`src/rtl/ipi_doorbell_pkg.sv`:
```
package ipi_doorbell_pkg;
  // Default geometry of the doorbell register.
  localparam int unsigned DEF_DATA_W   = 32;
  localparam int unsigned DEF_NUM_SRC  = 28;
  localparam int unsigned DEF_SRC_LSB  = 4;
  localparam int unsigned DEF_TRIG_BIT = 0;

  // Returns 1 when a field of the given width starting at lsb fits in a word.
  function automatic bit field_fits(int unsigned lsb, int unsigned width,
                                    int unsigned word_w);
    return (lsb + width) <= word_w;
  endfunction
endpackage

```
`src/rtl/ipi_write_decode.sv`:
```
module ipi_write_decode
  import ipi_doorbell_pkg::*;
#(
  parameter int unsigned DATA_W   = DEF_DATA_W,
  parameter int unsigned NUM_SRC  = DEF_NUM_SRC,
  parameter int unsigned SRC_LSB  = DEF_SRC_LSB,
  parameter int unsigned TRIG_BIT = DEF_TRIG_BIT
) (
  input  logic               wr_en,
  input  logic [DATA_W-1:0]  wr_word,
  output logic [NUM_SRC-1:0] set_mask,
  output logic               fire
);
  localparam int unsigned SRC_MSB = SRC_LSB + NUM_SRC - 1;

  logic qualified;

  // The trigger bit gates every source bit of the same access.
  always_comb begin
    qualified = wr_en & wr_word[TRIG_BIT];
    set_mask  = qualified ? wr_word[SRC_MSB:SRC_LSB] : '0;
    fire      = |set_mask;
  end
endmodule

```
`src/rtl/ipi_pending_bank.sv`:
```
module ipi_pending_bank
  import ipi_doorbell_pkg::*;
#(
  parameter int unsigned NUM_SRC = DEF_NUM_SRC
) (
  input  logic               clk,
  input  logic               rst_n,
  input  logic [NUM_SRC-1:0] set_mask,
  input  logic [NUM_SRC-1:0] clr_mask,
  output logic [NUM_SRC-1:0] pend_q
);
  logic [NUM_SRC-1:0] pend_d;
  logic [NUM_SRC-1:0] pend_en;

  for (genvar g = 0; g < NUM_SRC; g++) begin : g_cell
    // Next state: a set dominates a clear of the same source.
    always_comb begin
      pend_en[g] = set_mask[g] | clr_mask[g];
      if (set_mask[g]) begin
        pend_d[g] = 1'b1;
      end else if (clr_mask[g]) begin
        pend_d[g] = 1'b0;
      end else begin
        pend_d[g] = pend_q[g];
      end
    end

    always_ff @(posedge clk or negedge rst_n) begin
      if (!rst_n) begin
        pend_q[g] <= 1'b0;
      end else if (pend_en[g]) begin
        pend_q[g] <= pend_d[g];
      end
    end
  end
endmodule

```
`src/rtl/ipi_pulse_gen.sv`:
```
module ipi_pulse_gen (
  input  logic clk,
  input  logic rst_n,
  input  logic fire,
  output logic irq_q
);
  logic irq_d;

  always_comb begin
    irq_d = fire;
  end

  always_ff @(posedge clk or negedge rst_n) begin
    if (!rst_n) begin
      irq_q <= 1'b0;
    end else begin
      irq_q <= irq_d;
    end
  end
endmodule

```
`src/rtl/ipi_read_pack.sv`:
```
module ipi_read_pack
  import ipi_doorbell_pkg::*;
#(
  parameter int unsigned DATA_W  = DEF_DATA_W,
  parameter int unsigned NUM_SRC = DEF_NUM_SRC,
  parameter int unsigned SRC_LSB = DEF_SRC_LSB
) (
  input  logic [NUM_SRC-1:0] pend,
  output logic [DATA_W-1:0]  rd_word
);
  localparam int unsigned SRC_MSB = SRC_LSB + NUM_SRC - 1;

  // Each word bit is either a pending source or a constant zero.
  for (genvar b = 0; b < DATA_W; b++) begin : g_bit
    if (b >= SRC_LSB && b <= SRC_MSB) begin : g_src
      assign rd_word[b] = pend[b - SRC_LSB];
    end else begin : g_zero
      assign rd_word[b] = 1'b0;
    end
  end
endmodule

```
`src/rtl/ipi_doorbell.sv`:
```
module ipi_doorbell
  import ipi_doorbell_pkg::*;
#(
  parameter int unsigned DATA_W   = DEF_DATA_W,
  parameter int unsigned NUM_SRC  = DEF_NUM_SRC,
  parameter int unsigned SRC_LSB  = DEF_SRC_LSB,
  parameter int unsigned TRIG_BIT = DEF_TRIG_BIT
) (
  input  logic               clk,
  input  logic               rst_n,
  input  logic               host_we,
  input  logic [DATA_W-1:0]  host_wdata,
  output logic [DATA_W-1:0]  host_rdata,
  input  logic [NUM_SRC-1:0] tgt_ack,
  output logic [NUM_SRC-1:0] tgt_pending,
  output logic               tgt_irq
);
  localparam bit GEOM_OK = field_fits(SRC_LSB, NUM_SRC, DATA_W) && (TRIG_BIT < SRC_LSB);

  if (!GEOM_OK) begin : g_bad_geom
    initial $error("ipi_doorbell: source field does not fit beside the trigger bit");
  end

  logic [NUM_SRC-1:0] set_mask;
  logic               fire;

  ipi_write_decode #(
    .DATA_W(DATA_W), .NUM_SRC(NUM_SRC), .SRC_LSB(SRC_LSB), .TRIG_BIT(TRIG_BIT)
  ) u_dec (
    .wr_en(host_we), .wr_word(host_wdata), .set_mask(set_mask), .fire(fire)
  );

  ipi_pending_bank #(.NUM_SRC(NUM_SRC)) u_bank (
    .clk(clk), .rst_n(rst_n), .set_mask(set_mask), .clr_mask(tgt_ack),
    .pend_q(tgt_pending)
  );

  ipi_pulse_gen u_pulse (
    .clk(clk), .rst_n(rst_n), .fire(fire), .irq_q(tgt_irq)
  );

  ipi_read_pack #(
    .DATA_W(DATA_W), .NUM_SRC(NUM_SRC), .SRC_LSB(SRC_LSB)
  ) u_rd (
    .pend(tgt_pending), .rd_word(host_rdata)
  );
endmodule

```
`config.mk`:
```
export PLATFORM = sky130hd
export DESIGN_NAME = ipi_doorbell
export DESIGN_NICKNAME = d
export VERILOG_FILES = /design/src/rtl/ipi_doorbell_pkg.sv /design/src/rtl/ipi_write_decode.sv /design/src/rtl/ipi_pending_bank.sv /design/src/rtl/ipi_pulse_gen.sv /design/src/rtl/ipi_read_pack.sv /design/src/rtl/ipi_doorbell.sv
export SDC_FILE = /design/constraint.sdc
export NUM_CORES = 1
export LEC_CHECK = 0
export ABC_AREA = 1
export BUFFER_PORTS_ARGS = -buffer_cell sky130_fd_sc_hd__buf_2
export CAP_MARGIN = 20
export CORE_ASPECT_RATIO = 1.4
export CORE_MARGIN = 2
export CORE_UTILIZATION = 36
export CTS_CLUSTER_DIAMETER = 100
export DETAILED_ROUTE_END_ITERATION = 6
export GPL_TIMING_DRIVEN = 0
export PLACE_DENSITY_LB_ADDON = 0.3
export SYNTH_ARGS = -nofsm -noshare
export SYNTH_HDL_FRONTEND = slang
export SYNTH_SLANG_ARGS = --single-unit
```
`constraint.sdc`:
```
create_clock -name clk -period 0.8 [get_ports clk]
set_input_delay 0.08 -clock clk [delete_from_list [all_inputs] [get_ports clk]]
set_output_delay 0.08 -clock clk [all_outputs]
set_load 0.01 [all_outputs]
```
# Word level (Yosys, flattened, before mapping)
# Cells that the tools add are included.
# totals
ff_bits	29
in_bits	63
out_inout_bits	61
wordCells	172
# classes
mux	57
bitwise	29
reduce_logical	57
# ops
op	n
$mux W1	56
$reduce_and A2 Y1	28
$reduce_bool A2 Y1	28
$mux W28	1
$or A1 B1 Y1	28
$reduce_or A28 Y1	1
$and A1 B1 Y1	1

# Logic depth before layout (Yosys ltp)
# logic_depth
depth_word	4
mapped_depth	8
ltp_nobuf	6

# Modules after synthesis
# From an unflattened synthesis, not the netlist that was laid out.
# unflattened
cells_unflattened	263
area_unflattened_um2	1854.3
# modules_own_cells
mod	n_inst	cells_each	area_per_inst_um2	seq_area_each_um2
ipi_pending_bank	1	140	1121.1	700.7
ipi_write_decode	1	89	464.2	0.0
ipi_read_pack	1	33	244.0	0.0
ipi_pulse_gen	1	1	25.0	25.0

# Worst setup path after synthesis
# OpenSTA, ideal clock, no wires.
# synth_path
kind	in2reg
startpoint	input port host_we
endpoint	register u_pulse.irq_q
setup_time_ns	0.119
t_arrival_ns	0.699
required_time_ns	0.681
path_slack_ns	-0.017
path_stages	8
path_buffers	2
cell_sequence	buf_6 buf_12 nand3_2 nand2_1 nor2_1 nand2_1 nor2_1 nand2_1
# synth_via
elab_chain_cells	3
# synth_lines
element	line_no	text
start, declared	ipi_doorbell.sv:11	input logic host_we,
$and A1 B1 Y1	ipi_write_decode.sv:20	qualified = wr_en & wr_word[TRIG_BIT];
$mux W28	ipi_write_decode.sv:21	set_mask = qualified ? wr_word[SRC_MSB:SRC_LSB] : '0;
$reduce_or A28 Y1	ipi_write_decode.sv:22	fire = |set_mask;
net fire	ipi_doorbell.sv:25	logic fire;
end signal, assigned	ipi_pulse_gen.sv:17	irq_q <= irq_d;
end, declared	ipi_pulse_gen.sv:5	output logic irq_q
# The timed path passes the listed nets, and every way through them passes these cells.
# A chain may end at the register's enable or synchronous reset.

# Final worst setup path
# layout_path
startpoint	register u_bank.pend_q[21]
endpoint	output port tgt_pending[21]
# layout_rtl
element	line_no	text
start, declared	ipi_pending_bank.sv:10	output logic [NUM_SRC-1:0] pend_q
start signal, assigned by index	ipi_pending_bank.sv:32	pend_q[g] <= pend_d[g];
end, declared	ipi_doorbell.sv:15	output logic [NUM_SRC-1:0] tgt_pending,
# No word-level cell between the ends.

==> results.md <==
- The share of Yosys cell area claimed by the top area cell type is 45.35%.
- The clock latency of the later-clocked register in the worst-skew pair is 0.27 ns.
- The CTS H-tree depth is 2.
- Power spread over the standard cell area amounts to 1414 mW/mm².
- The critical path goes through buf_6 -> buf_6.
- The worst-margin pin slew is 0.6633 ns.
- The register-to-register setup slack is -0.09 ns.
- Across all setup checks in the final design, the least slack found is -0.2111 ns.
- The worst reg2reg path depth is 4.
- In the global route stage, overall resource usage came out at 20.09%.
- The most used routing layer is met2.
- In this run the deepest clock path goes through 2 buffers.
- The total inserted antenna cells is 0.
- The count of final hold-check violations is 29.
- The final count of pins violating max slew was 0.
- The startpoint type of the worst setup path is a register.
- Yosys attributes the largest share of cell area to sky130_fd_sc_hd__dfrtp_1, sky130_fd_sc_hd__buf_4, sky130_fd_sc_hd__inv_1, sky130_fd_sc_hd__o21ai_0, sky130_fd_sc_hd__nand3_2.
- For the final database, setup skew stands at 0 ns.
- The clock-pin slew of the registers on the worst-case setup and hold paths is 0.06 ns.
- Of all nets on the critical path, the largest fanout is 3.
- In this run, CTS created clock tree buffers numbering 5.
- The class of the tightest hold or removal check is in -> async.
- The number of port buffers is 114.
- The number of global-route vias before repair is 1672.
- Counting every sink on the clock net gives 29.
- The Yosys warning count is 0.
- The total placed instance area is 0.002277 mm².
- The wire length per cell after detailed routing is 12.25 µm.
- The run finished, with violations left.
- Derived from the worst setup path, the maximum achievable clock frequency is 989.0 MHz.
- The final hold slack is -0.1620 ns.
- The CTS root buffer is sky130_fd_sc_hd__clkbuf_8.
- The most repeated library cell on the critical path is sky130_fd_sc_hd__buf_6.
- The area overhead of the layout relative to synthesis is 85.61%.
- The worst setup path is captured at a primary output.
- The data arrival time of the critical path is 0.93 ns.
- After clock tree synthesis, the flow added hold-fix buffers numbering 26.
- 124 I/O pins were placed.
- The horizontal die dimension is 60.35 µm.
- The tightest slew margin relative to the limit is 55.78%.
- The distinct cell type count after synthesis is 17.
- The share of post-route cells with drive strength above 1 is 52.68%.
- After detailed placement, the design holds a cell count of 357.
- Among all stages on the critical path, the largest delay is contributed by sky130_fd_sc_hd__dfrtp_1.
- The leakage power summed over all cells is 1.621 nW.
- Using the TritonRoute via totals, the vias-per-cell ratio works out to 4.172.
- The core region area is 0.004239 mm².
- The routed design has 4852 µm of wire.
- Global routing used 21.24% of the available met1 tracks.
- STA puts the critical path data required time at 0.72 ns.
- The number of instances in the synthesized netlist is 180.
- Setup violations remaining at the end of the flow were counted as 58.
- The height of the die is 82.89 µm.
- After detailed routing, the number of remaining DRC violations is 0.
- The tool flagged a number of max-cap violations equal to 0.
- TritonCTS built the clock tree.
- In this run the core area contains 28 standard-cell rows.
- The final clock period utilization by the worst path is 126.4%.
- The kind of critical path is reg -> out.
- Entering global routing, the biggest net connects 30 pins.
- Summed over all instances, the cell type with the most area after synthesis is sky130_fd_sc_hd__dfrtp_1.
- For this run, global-route usage on met3 was measured as 4.984%.
- Once detailed placement completed, the half-perimeter wirelength came to 3136 µm.
- The number of antenna violations at the first check in global routing is 0.
- The number of nets in the layout is 398.
- The worst slack after detailed placement is -0.1275 ns.
- The detailed router finished its first iteration with 36 violations.
- The die area is 0.005002 mm².
- The average instance area after synthesis is 8.890 µm².
- The checks that failed: hold timing, setup timing.
- The effective utilization at floorplan is 37.75%.
- The final estimated routing congestion in global placement is 0.7234.
- On the worst path, the slowest cell contributes a delay of 0.42 ns.
- The detail route stage leaves a number of antenna-violating nets equal to 0.
- The post-route non-filler standard cell count is 396.
- The global-route wire length before repair is 7534 µm.
- The sequential-to-total area share from yosys stat is 45.35%.
- The post-synth design cell area is 0.001600 mm².
- For this run, the detailed router's first-pass iteration total came to 4.
- Setup repair after global routing could not meet its margin everywhere.
- Counting flops and latches in the post-synthesis netlist gives 29.
- The total overflow reported by the global router is 0.
- The finished cells cover 0.002970 mm².
- The global-route track usage on met2 is 36.07%.
- For the finished layout, the period the worst path requires is 1.011 ns.
- The maximum ir drop on the vdd rail is 1.082 mV.
- The number of vias in the routed layout is 1652.
==> metal layers <==
metal,up-vias,routed length (µm)
li1,834,-
met1,744,1683
met2,67,2810
met3,7,259
met4,0,98
met5,-,0
==> layout by cell type (no fill, tap or decap) <==
master / Yosys / final
sky130_fd_sc_hd__inv_1: 35 / 34
sky130_fd_sc_hd__nand2_1: 17 / 17
sky130_fd_sc_hd__nor2_1: 9 / 9
sky130_fd_sc_hd__dlygate4sd3_1: 0 / 26
sky130_fd_sc_hd__nand2_4: 1 / 1
sky130_fd_sc_hd__buf_12: 2 / 3
sky130_fd_sc_hd__o22ai_1: 7 / 7
sky130_fd_sc_hd__buf_6: 3 / 63
sky130_fd_sc_hd__a21oi_2: 1 / 3
sky130_fd_sc_hd__nand3_1: 7 / 7
sky130_fd_sc_hd__buf_8: 0 / 1
sky130_fd_sc_hd__clkbuf_1: 0 / 3
sky130_fd_sc_hd__buf_2: 0 / 81
sky130_fd_sc_hd__conb_1: 1 / 4
sky130_fd_sc_hd__clkbuf_8: 0 / 5
sky130_fd_sc_hd__inv_2: 1 / 2
sky130_fd_sc_hd__nand3_2: 10 / 10
sky130_fd_sc_hd__o21ai_0: 22 / 21
sky130_fd_sc_hd__o21ai_1: 1 / 2
sky130_fd_sc_hd__dfrtp_1: 29 / 29
sky130_fd_sc_hd__buf_4: 32 / 8
==> final timing paths <==
kind                                   startpoint           endpoint
worst min-delay path                        rst_n  u_bank.pend_q[12]
worst min register to register   u_bank.pend_q[2]   u_bank.pend_q[2]
min in group clk                      tgt_ack[27]  u_bank.pend_q[27]
max in group asynchronous                   rst_n   u_bank.pend_q[7]
worst max-delay path            u_bank.pend_q[21]    tgt_pending[21]
worst max register to register  u_bank.pend_q[22]  u_bank.pend_q[22]
==> where the power goes <==
part / internal, W / switching (W) / leakage (nW)
clock: 0.000616 / 0.000516 / 0.0395
sequential: 0.00158 / 0.000115 / 0.373
combinational: 0.000840 / 0.000531 / 1.21
==> stage by stage <==
| step | utilization (%) | setup TNS, ns | power, W | hold slack, ns |
|---|---|---|---|---|
| floorplan | - | -0.01144 | 0.002234 | -0.2156 |
| global placement | 53.72 | -0.1228 | 0.002662 | 0.1569 |
| detailed placement | 53.72 | -0.1275 | 0.002679 | 0.1601 |
| CTS | 68.71 | -8.806 | 0.004187 | -0.1497 |
| global route | 70.07 | -10.65 | 0.004459 | -0.1158 |
| finish | 70.07 | -8.558 | 0.004201 | -0.1620 |
==> synthesized netlist by cell type <==
library cell              instances
sky130_fd_sc_hd__a21oi_1          2
sky130_fd_sc_hd__a21oi_2          1
sky130_fd_sc_hd__buf_12           2
sky130_fd_sc_hd__buf_4           32
sky130_fd_sc_hd__buf_6            3
sky130_fd_sc_hd__conb_1           1
sky130_fd_sc_hd__dfrtp_1         29
sky130_fd_sc_hd__inv_1           35
sky130_fd_sc_hd__inv_2            1
sky130_fd_sc_hd__nand2_1         17
sky130_fd_sc_hd__nand2_4          1
sky130_fd_sc_hd__nand3_1          7
sky130_fd_sc_hd__nand3_2         10
sky130_fd_sc_hd__nor2_1           9
sky130_fd_sc_hd__o21ai_0         22
sky130_fd_sc_hd__o21ai_1          1
sky130_fd_sc_hd__o22ai_1          7
==> worst max-delay path, delay by kind of cell (launching register included) <==
kind / cells / cell delay (ns)
DFF: 1 / 0.42
buffers and inverters: 2 / 0.24
==> repair_timing <==
action,CTS,global route
hold endpoints to repair,55,29
gates resized for setup,57,8
pin swaps,0,1
setup endpoints to repair,57,58
buffers inserted,2,4
==> cell families (layout without fill, tap and decap cells) <==
group,Yosys count,in the layout,synth area share (%)
DFF,29,29,45.35
buffers and inverters,73,226,28.07
and+or+nand+nor,44,44,15.25
other,1,4,0.2343
AOI/OAI and AO/OA,33,33,11.10
==> sequential cells by signal, summed over array words and instances (netlist names) <==
signal / cells
u_pulse.irq_q: 1
u_bank.pend_q: 28
==> cell type report <==
| type | instances | area (µm²) |
|---|---|---|
| clock buffer | 8 | 80.08 |
| buffer | 37 | 431.7 |
| inverter | 36 | 135.1 |
| multi-input combinational | 81 | 444.2 |
| tap | 60 | 75.07 |
| sequential | 29 | 725.7 |
| fill | 333 | 1269 |
| timing repair buffer | 145 | 1079 |
No activity file was read; power rests on OpenSTA's default activity.
